**src/rtl/tri_mode_uart.sv**
```systemverilog
module tri_mode_uart #(
  parameter int OVS = 16
) (
  input  logic       clk,
  input  logic       rst_n,
  input  logic       tick,
  input  logic       wr_en,
  input  logic       rd_en,
  input  logic [1:0] addr,
  input  logic [7:0] wdata,
  output logic [7:0] rdata,
  output logic       txd,
  input  logic       rxd,
  output logic       sclk,
  output logic       rx_irq,
  output logic       tx_irq
);
  localparam int CW = $clog2(OVS);
  localparam logic [CW-1:0] LAST = CW'(OVS - 1);
  localparam logic [CW-1:0] MID  = CW'(OVS / 2 - 1);

  logic [7:0] ctl;
  logic [3:0] mctl;

  wire pen   = ctl[0];
  wire odd   = ctl[1];
  wire two   = ctl[2];
  wire len8  = ctl[3];
  wire mark  = ctl[4];
  wire rxen  = ctl[6];
  wire txen  = ctl[7];
  wire m_sync = mctl[1];
  wire m_mp   = (mctl[1:0] == 2'b01);
  wire pen_e  = pen & (mctl[1:0] == 2'b00);
  wire n8     = len8 | (mctl[1:0] != 2'b00);
  wire has_x  = m_mp | pen_e;
  wire rx_ie  = mctl[2];
  wire tx_ie  = mctl[3];

  wire wr_ctl  = wr_en && addr == 2'd0;
  wire rd_data = rd_en && addr == 2'd3;

  always_ff @(posedge clk) begin
    if (!rst_n) begin
      ctl  <= '0;
      mctl <= '0;
    end else if (wr_en) begin
      if (addr == 2'd0) ctl <= {wdata[7:6], 1'b0, wdata[4:0]};
      if (addr == 2'd1) mctl <= wdata[3:0];
    end
  end

  logic [1:0] rsync_ff;
  always_ff @(posedge clk) begin
    if (!rst_n) rsync_ff <= 2'b11;
    else        rsync_ff <= {rsync_ff[0], rxd};
  end
  wire rxs = rsync_ff[1];

  logic [7:0]    tdr;
  logic          tfull, tbusy, tsync, rsync;
  logic [11:0]   tsh, tframe;
  logic [3:0]    tleft, tlen, pos;
  logic [CW-1:0] tcnt;
  logic [7:0]    rsh;
  logic          xbit;

  assign pos  = n8 ? 4'd9 : 4'd8;
  assign xbit = m_mp ? mark : ((^(n8 ? tdr : {1'b0, tdr[6:0]})) ^ odd);
  assign tlen = m_sync ? 4'd8
              : 4'd2 + (n8 ? 4'd8 : 4'd7) + {3'b0, has_x} + {3'b0, two};

  always_comb begin
    tframe = '1;
    if (m_sync) tframe[7:0] = tdr;
    else begin
      if (n8) tframe[8:0] = {tdr, 1'b0};
      else    tframe[7:0] = {tdr[6:0], 1'b0};
      if (has_x) tframe[pos] = xbit;
    end
  end

  wire load      = !tbusy && tfull && txen;
  wire sync_smp  = tbusy && rsync && tick && tcnt == MID;
  wire sync_done = sync_smp && tleft == 4'd1;
  wire [7:0] sync_byte = {rxs, rsh[7:1]};

  always_ff @(posedge clk) begin
    if (!rst_n) begin
      tdr <= '0; tfull <= 1'b0; tbusy <= 1'b0; tsync <= 1'b0; rsync <= 1'b0;
      tsh <= '1; tleft <= '0; tcnt <= '0; rsh <= '0;
    end else begin
      if (load) begin
        tsh   <= tframe;
        tleft <= tlen;
        tcnt  <= '0;
        tbusy <= 1'b1;
        tsync <= m_sync;
        rsync <= m_sync & rxen;
        tfull <= 1'b0;
      end else if (tbusy && tick) begin
        if (sync_smp) rsh <= sync_byte;
        if (tcnt == LAST) begin
          tcnt  <= '0;
          tsh   <= {1'b1, tsh[11:1]};
          tleft <= tleft - 4'd1;
          if (tleft == 4'd1) tbusy <= 1'b0;
        end else begin
          tcnt <= tcnt + 1'b1;
        end
      end
      if (wr_en && addr == 2'd3) begin
        tdr   <= wdata;
        tfull <= 1'b1;
      end
    end
  end

  assign txd  = tbusy ? tsh[0] : 1'b1;
  assign sclk = !(tbusy && tsync && tcnt <= MID);

  typedef enum logic [1:0] {R_IDLE, R_START, R_BITS} rx_st_t;
  rx_st_t        rst;
  logic          rprev;
  logic [CW-1:0] rcnt;
  logic [3:0]    ridx, sidx;
  logic [9:0]    rbuf;

  assign sidx = (n8 ? 4'd8 : 4'd7) + {3'b0, has_x};
  wire rx_idle    = (rst == R_IDLE);
  wire async_done = (rst == R_BITS) && tick && rcnt == LAST && ridx == sidx;

  always_ff @(posedge clk) begin
    if (!rst_n) begin
      rst <= R_IDLE; rprev <= 1'b1; rcnt <= '0; ridx <= '0; rbuf <= '0;
    end else if (tick) begin
      rprev <= rxs;
      case (rst)
        R_IDLE:
          if (rxen && !m_sync && rprev && !rxs) begin
            rst  <= R_START;
            rcnt <= '0;
          end
        R_START:
          if (rcnt == MID) begin
            rcnt <= '0;
            ridx <= '0;
            rst  <= rxs ? R_IDLE : R_BITS;
          end else rcnt <= rcnt + 1'b1;
        R_BITS:
          if (rcnt == LAST) begin
            rcnt <= '0;
            if (ridx == sidx) rst <= R_IDLE;
            else begin
              rbuf[ridx] <= rxs;
              ridx <= ridx + 4'd1;
            end
          end else rcnt <= rcnt + 1'b1;
        default: rst <= R_IDLE;
      endcase
    end
  end

  wire [7:0] adata = n8 ? rbuf[7:0] : {1'b0, rbuf[6:0]};
  wire       xb    = n8 ? rbuf[8] : rbuf[7];
  wire       perr  = xb != ((^adata) ^ odd);

  wire       done  = async_done | sync_done;
  wire [7:0] nbyte = sync_done ? sync_byte : adata;
  wire       nmark = async_done & m_mp & xb;
  wire       nfe   = async_done & !rxs;
  wire       npe   = async_done & pen_e & perr;

  logic [7:0] rdr;
  logic       rfull, rmark, fre, ore, pe;
  wire        ovr = rfull && !rd_data;

  always_ff @(posedge clk) begin
    if (!rst_n) begin
      rdr <= '0; rfull <= 1'b0; rmark <= 1'b0; fre <= 1'b0; ore <= 1'b0; pe <= 1'b0;
    end else begin
      if (wr_ctl && !wdata[5]) begin
        fre <= 1'b0; ore <= 1'b0; pe <= 1'b0;
      end
      if (rd_data) rfull <= 1'b0;
      if (done) begin
        if (ovr) ore <= 1'b1;
        else begin
          rdr   <= nbyte;
          rmark <= nmark;
          rfull <= 1'b1;
          if (nfe) fre <= 1'b1;
          if (npe) pe  <= 1'b1;
        end
      end
    end
  end

  always_comb begin
    case (addr)
      2'd0:    rdata = {ctl[7:6], 1'b1, ctl[4:0]};
      2'd1:    rdata = {4'b0, mctl};
      2'd2:    rdata = {2'b0, rmark, ~tfull, rfull, pe, ore, fre};
      default: rdata = rdr;
    endcase
  end

  assign rx_irq = rx_ie & (rfull | fre | ore | pe);
  assign tx_irq = tx_ie & ~tfull;
endmodule


```
**config.mk**
```make
export PLATFORM = sky130hd
export DESIGN_NAME = tri_mode_uart
export DESIGN_NICKNAME = d
export VERILOG_FILES = /design/src/rtl/tri_mode_uart.sv
export SDC_FILE = /design/constraint.sdc
export NUM_CORES = 1
export LEC_CHECK = 0
export CORE_MARGIN = 5
export CORE_UTILIZATION = 47
export CTS_BUF_LIST = sky130_fd_sc_hd__clkbuf_4 sky130_fd_sc_hd__clkbuf_8 sky130_fd_sc_hd__clkbuf_16
export DETAILED_ROUTE_END_ITERATION = 7
export GPL_TIMING_DRIVEN = 1
export PLACE_DENSITY = 0.78
export RECOVER_POWER = 50
export SLEW_MARGIN = 40
export SYNTH_ARGS = -nofsm -noshare
export SYNTH_HDL_FRONTEND = slang
export SYNTH_SLANG_ARGS = --single-unit
```
**constraint.sdc**
```tcl
create_clock -name clk -period 5.2 [get_ports clk]
set_input_delay 0.78 -clock clk [delete_from_list [all_inputs] [get_ports clk]]
set_output_delay 0.78 -clock clk [all_outputs]
set_load 0.05 [all_outputs]
```
==> run_results.csv <==
group,metric,value,unit
yosys,synth-edff-count,0,
sta,fin_setup_tns,0,ns
floorplan,initial_utilization,0.482,
yosys,syn_area_per_cell,8.95,um^2
critical_path,critPathMaxStageDelay,0.83,ns
power_and_ir_drop,powerDensity,243,mW/mm^2
place,dp_hpwl,7070,um
clock_network,cts.repair_timing.setup_buffer_count,0,
critical_path,slowest_stage,"clkdlybuf4s50_1",
yosys,syn_area,0.00446,mm^2
clock_network,cts_max_path_buffers,2,
clock_network,ctsHoldBuffers,0,
sta,clock_skew,0.0193,ns
floorplan,coreArea,0.00924,mm^2
floorplan,die_x,107,um
critical_path,path_common_cell,"clkdlybuf4s50_1",
critical_path,r2r_cells,9,
final_layout,drive_gt1_frac,0.0778,
critical_path,r2r_start,"mctl[1]$_SDFFE_PN0P_",
routing,drt-initial-drc-count,166,
place,gp_congestion,0.793,
min_path,hp-class,"reg -> reg",
floorplan,die_y,107,um
critical_path,crit_fanout,11,
clock_network,cts_root_buf,"clkbuf_8",
critical_path,startpoint,"addr[1]",
critical_path,r2r_setup_slack,2.20,ns
power_and_ir_drop,peakVddDrop,128,uV
critical_path,r2r_end,"rdr[1]$_SDFFE_PN0P_",
floorplan,rows,35,
floorplan,boundaryPins,28,
final_layout,nets,539,
final_layout,fin_cells,643,
place,dp_cells,627,
critical_path,crit_chain,"clkdlybuf4s50_1 > and2_1 > a22o_1 > clkdlybuf4s50_1",
global_routing,grt_max_degree,44,
critical_path,cpLargestDelayFamily,"buffers and inverters",
sta,fin_crit_sh,0.714,
sta,finalHoldViolCount,0,
status,run_status,"complete, but fails checks",
clock_network,numCtsBuffers,9,
yosys,yosysTopAreaCell,"dfxtp_1",
yosys,yosysMostFrequentCell,"dfxtp_1",
clock_network,clkLatencyLatePin,0.38,ns
critical_path,required,4.42,ns
yosys,ys_warn_count,0,
global_routing,grt_pass1_vias,3429,
routing,num_vias,3522,
yosys,synth_fp_nets,528,
final_layout,utilization,0.539,
sta,rsz0062_at_grt,"false",
clock_network,cts_tree,"built",
clock_network,ctsResizeCount,0,
global_routing,antenna_found_initial,0,
final_layout,n_antenna_cell,0,
critical_path,arrival,2.93,ns
sta,tightest_slew,1.51,ns
clock_network,cts.sinks,83,
clock_network,htree_levels,3,
critical_path,crit_buf_inv,2,
critical_path,start_kind,"primary input",
yosys,synth.yosys.seq_area_share,0.373,
routing,routedWlPerCell,15.3,um
yosys,synth_flop_cell,"dfxtp_1",
global_routing,grt_usage,0.177,
yosys,synthTopCellsByCount,"83 x dfxtp_1, 79 x nand2_1, 35 x mux2i_1",
status,failed_checks,"capacitance limit, slew limit",
sta,fmax,269,MHz
sta,finalSetupViolCount,0,
yosys,synth_area_leaders,"dfxtp_1 37%, mux2i_1 7.9%, nand2_1 6.7%",
floorplan,die_area,0.0115,mm^2
yosys,yosys_register_bits,83,
place,io_buffers,27,
routing,via_per_inst,5.48,
final_layout,nFillCells,821,
routing,drc_errors,0,
routing,finalWirelength,9830,um
final_layout,area_growth,11.6,%
clock_network,cts.reportedPaths.clkPinSlew,0.08,ns
yosys,synth_top_area_frac,0.373,
yosys,syn_inst,498,
routing,detail-route-antenna-nets,0,
final_layout,multi_input_area,0.00263,mm^2
critical_path,endpoint,"rdata[7]",
critical_path,end_kind,"output pin",
final_layout,seqCellArea,0.00166,mm^2
routing,first_pass_iters,4,
sta,slew_headroom,-0.00536,
critical_path,crit_type,"in -> out",
critical_path,worst-path-stages,4,
yosys,asyncSetResetFlopFracSynth,0,
global_routing,grt_pass1_wl,16500,um
global_routing,grt-ovfl-total,0,
power_and_ir_drop,p_leak,1.86,nW
sta,finalMaxSlewViolations,44,
yosys,ys_types,60,
sta,fin_crit,3.71,ns
run,drv_cap,1,
==> through the flow <==
step | hold slack (ns) | setup WS (ns) | cell area (um^2) | power, mW
after CTS | 0.425 | 1.49 | 4970 | 1.22
after floorplan | 0.386 | 2.06 | 4460 | 0.732
after detailed placement | 0.400 | 1.50 | 4780 | 0.763
after global placement | 0.403 | 1.55 | 4770 | 0.761
after global routing | 0.439 | 1.19 | 4980 | 1.26
final | 0.420 | 1.49 | 4980 | 1.21
==> cells in the final DEF (no fill, tap or decap), drive strengths merged, types with 12 or more instances in the layout <==
cell,n
nand3,12
o21ai,17
ha,13
clkdlybuf4s50,25
and3,12
a21boi,23
xnor2,22
inv,17
nor2b,34
dfxtp,83
nand2,79
nor2,21
mux2i,36
==> sequential cells by signal (all words and copies together) (netlist names), 7 cells and up <==
register  cells
tsh          10
rbuf          9
rdr           8
tdr           8
ctl           7
rsh           7
==> worst min path at each step <==
stage	slack, ns	cells past startpoint	endpoint	from
after floorplan	0.39	1	rsync_ff[1]$_SDFF_PN1_	rsync_ff[0]$_SDFF_PN1_
after global placement	0.40	1	rsync_ff[1]$_SDFF_PN1_	rsync_ff[0]$_SDFF_PN1_
after detailed placement	0.40	1	rsync_ff[1]$_SDFF_PN1_	rsync_ff[0]$_SDFF_PN1_
after CTS	0.43	1	rsync_ff[1]$_SDFF_PN1_	rsync_ff[0]$_SDFF_PN1_
after global routing	0.44	1	rsync_ff[1]$_SDFF_PN1_	rsync_ff[0]$_SDFF_PN1_
final	0.42	1	rsync_ff[1]$_SDFF_PN1_	rsync_ff[0]$_SDFF_PN1_
==> cell type report <==
cell class	instances	share of cell area
inverters	12	0.00905
clock buffers	9	0.0249
repair buffers	30	0.0568
clock inverters	7	0.0138
flip-flops and latches	83	0.334
well taps	129	0.0324
multi-input cells	373	0.529
==> logic make-up after synthesis <==
family | after synthesis | synth area share
AOI/OAI and AO/OA | 98 | 0.168
DFF | 83 | 0.373
muxes | 41 | 0.104
and+or+nand+nor | 192 | 0.221
adders and majority gates | 14 | 0.0410
xor gates and xnor gates | 28 | 0.0550
buffers and inverters | 42 | 0.0382
==> report_power, final <==
group | leakage, nW | internal [mW] | switching (mW)
Clock | 0.0937 | 0.188 | 0.271
Combinational | 1.09 | 0.0432 | 0.0539
Sequential | 0.671 | 0.642 | 0.00940
==> per-layer routing <==
layer  up-vias  track usage  wire length [um]
li1       1769            -                 -
met1      1693        0.222              4430
met2        48        0.304              4890
met3        12       0.0384               370
met4         0       0.0559               132
met5         -            0                 0
(Power assumes the default switching activity.)
